--- src/rtl/mpr_read_ctrl.sv ---
module mpr_read_ctrl #(
  parameter int DQ_W   = 16,
  parameter int RD_LAT = 5,
  parameter int BA_W   = 3
) (
  input  logic            clk,
  input  logic            rst_n,
  input  logic [2:0]      cmd,
  input  logic [BA_W-1:0] ba,
  input  logic [2:0]      mr_addr,
  input  logic            banks_idle,
  input  logic            prime_sel,
  input  logic [DQ_W-1:0] array_rdata,
  output logic [DQ_W-1:0] dq_out,
  output logic            dq_valid,
  output logic            dq_src_mpr,
  output logic            array_rd_en,
  output logic            array_wr_en,
  output logic            err_mrs,
  output logic            err_illegal,
  output logic            mpr_on,
  output logic [1:0]      mpr_sel
);

  localparam logic [2:0] C_NOP = 3'd0;
  localparam logic [2:0] C_MRS = 3'd1;
  localparam logic [2:0] C_RD  = 3'd2;
  localparam logic [2:0] C_RDA = 3'd3;
  localparam logic [2:0] C_WR  = 3'd4;
  localparam int         BURST = 8;
  localparam logic [2:0] LAST  = 3'(BURST - 1);

  logic is_rd, to_mr3, mrs_take, mrs_bad, illegal;

  assign is_rd    = (cmd == C_RD) || (cmd == C_RDA);
  assign to_mr3   = (cmd == C_MRS) && (ba == BA_W'(3));
  assign mrs_take = to_mr3 && (mpr_on ? !mr_addr[2] : (!mr_addr[2] || banks_idle));
  assign mrs_bad  = to_mr3 && !mpr_on && mr_addr[2] && !banks_idle;
  assign illegal  = mpr_on && (cmd != C_NOP) && !is_rd && !mrs_take;

  always_ff @(posedge clk or negedge rst_n) begin
    if (!rst_n) begin
      mpr_on      <= 1'b0;
      mpr_sel     <= 2'b00;
      err_mrs     <= 1'b0;
      err_illegal <= 1'b0;
      array_rd_en <= 1'b0;
      array_wr_en <= 1'b0;
    end else begin
      if (mrs_take) begin
        mpr_on  <= mr_addr[2];
        mpr_sel <= mr_addr[1:0];
      end
      err_mrs     <= mrs_bad;
      err_illegal <= illegal;
      array_rd_en <= is_rd && !mpr_on;
      array_wr_en <= (cmd == C_WR) && !mpr_on;
    end
  end

  logic [RD_LAT-1:0] pv, pm;
  logic [1:0]        pf [RD_LAT];

  always_ff @(posedge clk or negedge rst_n) begin
    if (!rst_n) begin
      pv <= '0;
      pm <= '0;
      for (int i = 0; i < RD_LAT; i++) pf[i] <= 2'b00;
    end else begin
      pv[0] <= is_rd;
      pm[0] <= mpr_on;
      pf[0] <= mpr_sel;
      for (int i = 1; i < RD_LAT; i++) begin
        pv[i] <= pv[i-1];
        pm[i] <= pm[i-1];
        pf[i] <= pf[i-1];
      end
    end
  end

  logic       act, bm;
  logic [2:0] beat;
  logic [1:0] bf;

  always_ff @(posedge clk or negedge rst_n) begin
    if (!rst_n) begin
      act  <= 1'b0;
      bm   <= 1'b0;
      beat <= 3'd0;
      bf   <= 2'b00;
    end else if (pv[RD_LAT-1]) begin
      act  <= 1'b1;
      bm   <= pm[RD_LAT-1];
      bf   <= pf[RD_LAT-1];
      beat <= 3'd0;
    end else if (act) begin
      if (beat == LAST) act <= 1'b0;
      beat <= beat + 3'd1;
    end
  end

  logic [DQ_W-1:0] pmask, lmask;
  logic            pbit;

  for (genvar g = 0; g < DQ_W; g++) begin : g_lane
    assign pmask[g] = (g % 8) == 0;
  end

  assign lmask      = prime_sel ? pmask : '1;
  assign pbit       = (bf == 2'b00) && beat[0];
  assign dq_valid   = act;
  assign dq_src_mpr = act && bm;
  assign dq_out     = !act ? '0 : (bm ? ({DQ_W{pbit}} & lmask) : array_rdata);

  a_r4_no_array_read: assert property (@(posedge clk) disable iff (!rst_n)
    array_rd_en |-> !mpr_on);

  a_r6_no_array_write: assert property (@(posedge clk) disable iff (!rst_n)
    array_wr_en |-> !mpr_on);

  a_r6_state_held: assert property (@(posedge clk) disable iff (!rst_n)
    err_illegal |-> (mpr_on && $stable(mpr_sel)));

  a_r2_refused_enable: assert property (@(posedge clk) disable iff (!rst_n)
    err_mrs |-> (!mpr_on && $stable(mpr_sel)));

  a_r9_prime_mask: assert property (@(posedge clk) disable iff (!rst_n)
    (dq_src_mpr && prime_sel) |-> ((dq_out & ~pmask) == '0));

  a_r5_reserved_zero: assert property (@(posedge clk) disable iff (!rst_n)
    (dq_src_mpr && bf != 2'b00) |-> (dq_out == '0));

endmodule

--- config.mk ---
export PLATFORM = sky130hd
export DESIGN_NAME = mpr_read_ctrl
export DESIGN_NICKNAME = d
export VERILOG_FILES = /design/src/rtl/mpr_read_ctrl.sv
export SDC_FILE = /design/constraint.sdc
export NUM_CORES = 1
export LEC_CHECK = 0
export BUFFER_PORTS_ARGS = -buffer_cell sky130_fd_sc_hd__buf_2
export CAP_MARGIN = 40
export CORE_UTILIZATION = 50
export CTS_CLUSTER_DIAMETER = 50
export CTS_CLUSTER_SIZE = 28
export DETAILED_ROUTE_END_ITERATION = 10
export GPL_TIMING_DRIVEN = 0
export PLACE_DENSITY = 0.93
export SLEW_MARGIN = 20
export SYNTH_ARGS = -nofsm -noshare
export SYNTH_HDL_FRONTEND = slang
export SYNTH_SLANG_ARGS = --single-unit
--- constraint.sdc ---
create_clock -name clk -period 4.44 [get_ports clk]
set_input_delay 0.888 -clock clk [delete_from_list [all_inputs] [get_ports clk]]
set_output_delay 0.888 -clock clk [all_outputs]
set_load 0.03 [all_outputs]
Word level (Yosys, flattened, before mapping)
Cells that the tools add are included.

Register bits: 34. Bits of input ports: 29. Output and inout bits: 25.

$add $sub $neg: 1. Eq/ne operators: 6. Multiplexer cells: 9. Bitwise gates (word level): 1. Reduce and logical (&&, ||, !) cells: 22.

Operators by type and width (number): $mux 16 (3); $and 16x16->16 (1); $logic_and 1x1->1 (12); $eq 3x2->1 const B (3); $eq 3x3->1 const B (2); $mux 3 (2); $logic_not 1->1 (5); $mux 1 (4); $add 3x1->3 const B (1); $eq 3x1->1 const B (1); $reduce_bool 3->1 (1); $logic_not 2->1 (1); $logic_or 1x1->1 (2); $reduce_bool 2->1 (1).

Logic depth before layout (Yosys ltp)
Depth after elaboration: 6. Gate-level depth with buffers: 5. Gate-level depth less buffers: 4.

Worst setup path after synthesis
No wires, ideal clock.

Kind: input to output. Start point: input prime_sel. End point: output dq_out[10]. Data arrival time: 1.887 ns. Required time: 3.552 ns. Slack: 1.665 ns. Stages on the path: 4. Buffers on the path: 1. Path through: nor4b_1 o21ai_1 buf_2 nor2_1.

Longest elaborated chain between the ends: 4.

RTL lines: start: declaration (line 12) `input logic prime_sel,`; $mux 16 (line 109) `assign lmask = prime_sel ? pmask : '1;`; $and 16x16->16 (line 113) `assign dq_out = !act ? '0 : (bm ? ({DQ_W{pbit}} & lmask) : array_rdata);`; $mux 16 (2 in series) (line 113); end: declaration (line 14) `output logic [DQ_W-1:0] dq_out,`.

Every way passes these cells.

Final worst setup path
Start point: input prime_sel. End point: output dq_out[12].

The elaborated chain is that of the path after synthesis.

==> flow_summary.yaml <==
run_status:
  status: "finished, final reports clean"
synth:
  syn_nets: 137
  synth.ff_latch_count: 34
  yosysTopAreaCellShare: 0.649
  yosysSeqAreaShare: 0.649
  avgSynthCellArea_um2: 12.4
  synth_area_leaders: "dfrtp_1 (65%), nor2_1 (8.9%), mux2_2 (3.4%), nor4b_1 (2.7%), a2111oi_4 (2.1%)"
  ys_warn_count: 0
  ys_types: 26
  synthCells: 106
  synth_top_area_cell: "dfrtp_1"
  syn_area_mm2: 0.00131
grt:
  grt_pass1_wl_um: 3530
  grt_pass1_vias: 898
  grt_max_degree: 35
  gr-usage-all-layers: 0.189
  globalRoute.totalOverflow: 0
  grt_antenna_before_repair: 0
routing:
  routed_wl_um: 2340
  wl_per_cell_um: 11.9
  dr_wl_met3_um: 146
  drt-initial-drc-count: 6
  m1WireLength_um: 914
  top_layer: "met4"
  ant_nets: 0
  route.met2.wl_um: 1260
  viasPerCell: 4.90
  route.detailed.drc: 0
  first_pass_iters: 4
  dr_total_vias: 965
clocking:
  cts_resized: 0
  cts_buffers: 5
  clkTransAtPathRegs_ps: 100
  htreeDepth: 2
  cts_buffer_depth: 2
  cts.sinks: 34
  cts_tree: "yes"
  cts_hold_buf: 0
  worstSkewPairLatency_ps: 320
  postCtsSetupBuffers: 0
  cts_root_buffer: "clkbuf_4"
final_layout:
  final_cell_mix: "buf_2 (55), dfrtp_1 (34), nor2_1 (31)"
  layout_commonest_cell: "buf_2"
  layout.nets: 197
  final_cells: 197
  fin_area_mm2: 0.00168
  antenna_cells: 0
  drive_gt1_frac: 0.437
  syn_to_final_growth_pct: 28.0
job:
  maxCapViolCount: 0
place:
  io_buffers: 53
  place_ws_ps: 1580
  place_inst: 189
  dp_hpwl_um: 1750
  routabilityCongestion: 0.686
  dpl-instance-area_mm2: 0.00161
timing:
  setup_tns_ps: 0
  rsz0062_at_grt: "no"
  worstMarginPinSlew_ps: 700
  slew_headroom: 0.533
  setup_viol: 0
  min_period_ps: 2850
  finClkSkew_ps: 6.60
  hold_viol: 0
  drv_slew: 0
  fin_ws_ps: 1590
  post-route-period-util: 0.641
  fmax_ghz: 0.351
power:
  p_leak_uw: 0.000901
  vdd_drop_max_v: 0.000399
  finalPower_uw: 922
  p_per_area_mw_per_mm2: 549
hold_path:
  hold_class: "reg2reg"
  worstHoldPathCells: 0
  hold_start: "pf[9]"
  holdPathEnd: "pf[7]"
setup_path:
  r2r_start: "mpr_on"
  path_max_fanout: 10
  reg2reg_to: "mpr_sel[1]"
  required_ps: 3550
  crit_type: "in2out"
  cp-start-kind: "input port"
  end_kind: "output port"
  reg2reg_slack_ps: 2920
  critical_path_arrival_ps: 1960
  reg2reg_depth: 3
floorplanning:
  die_h_um: 53.2
  core_area_mm2: 0.00248
  io_pins: 54
  start_util: 0.529
  die_w_um: 53.2
  rows: 18
  dieArea_mm2: 0.00283
[synthesized netlist by cell type]
master	instances
a2111oi_4	1
a21o_1	1
and2_1	1
and2b_2	1
buf_2	2
clkbuf_1	3
dfrtp_1	34
ha_1	2
inv_1	3
mux2_2	4
mux2i_1	2
nand2_1	1
nand2b_1	1
nand2b_4	1
nand3b_4	1
nor2_1	31
nor2b_1	3
nor4_1	1
nor4b_1	4
o21a_1	3
o21ai_0	1
o21ai_1	1
o21ba_2	1
o22a_2	1
or3_1	1
xnor2_1	1
[power breakdown]
part,leakage (uW),total [uW],internal (uW),switching (uW)
clock,0.0000343,173,76.1,96.7
sequential,0.000438,391,363,27.5
combinational,0.000429,358,119,239
total,0.000901,922,558,363
[worst max-delay path, cell delays in order]
cell     delay, ps
buf_2          100
nor4b_1        230
o21ai_1        170
buf_2          230
nor2_1         140
buf_2          210
[per-stage QoR]
stage,util,hold slack [ps]
floorplan,-,331
global placement,0.652,333
detailed placement,0.652,336
CTS,0.677,360
global route,0.677,370
finish,0.677,357
[flip-flops by register name, indices dropped and copies added (netlist names)]
signal	count
pm	5
pv	5
dq_valid	1
array_wr_en	1
err_mrs	1
bm	1
array_rd_en	1
mpr_sel	2
bf	2
mpr_on	1
pf	10
beat	3
err_illegal	1
[cell families after synthesis]
logic type,after synthesis,share of synthesized area
simple gates,46,0.184
xor+xnor,1,0.00668
fa+ha+maj,2,0.0191
compound gates,9,0.0668
mux,6,0.0496
buf+inv,8,0.0248
flops,34,0.649
[layout make-up]
| class | instances | area, um^2 |
|---|---|---|
| multi-input cells | 64 | 428 |
| well taps | 30 | 37.5 |
| fillers | 192 | 800 |
| clock inverters | 2 | 12.5 |
| clock buffers | 6 | 51.3 |
| repair buffers | 53 | 265 |
| inverters | 3 | 11.3 |
| plain buffers | 5 | 21.3 |
| flip-flops and latches | 34 | 851 |
[worst max path at each step]
stage | startpoint | endpoint | slack, ps | cells past startpoint
3_5_place_dp | prime_sel | dq_out[12] | 1580 | 6
4_1_cts | prime_sel | dq_out[12] | 1590 | 6
2_1_floorplan | prime_sel | dq_out[10] | 1660 | 4
6_report | prime_sel | dq_out[12] | 1590 | 6
3_3_place_gp | prime_sel | dq_out[5] | 1640 | 6
5_1_grt | prime_sel | dq_out[13] | 1490 | 6
[metal layers]
layer	vias up	global-route usage
met5	-	0
met4	0	0.0526
met3	4	0.0862
met2	40	0.356
met1	455	0.178
li1	466	-
No activity file was read; power rests on OpenSTA's default activity.
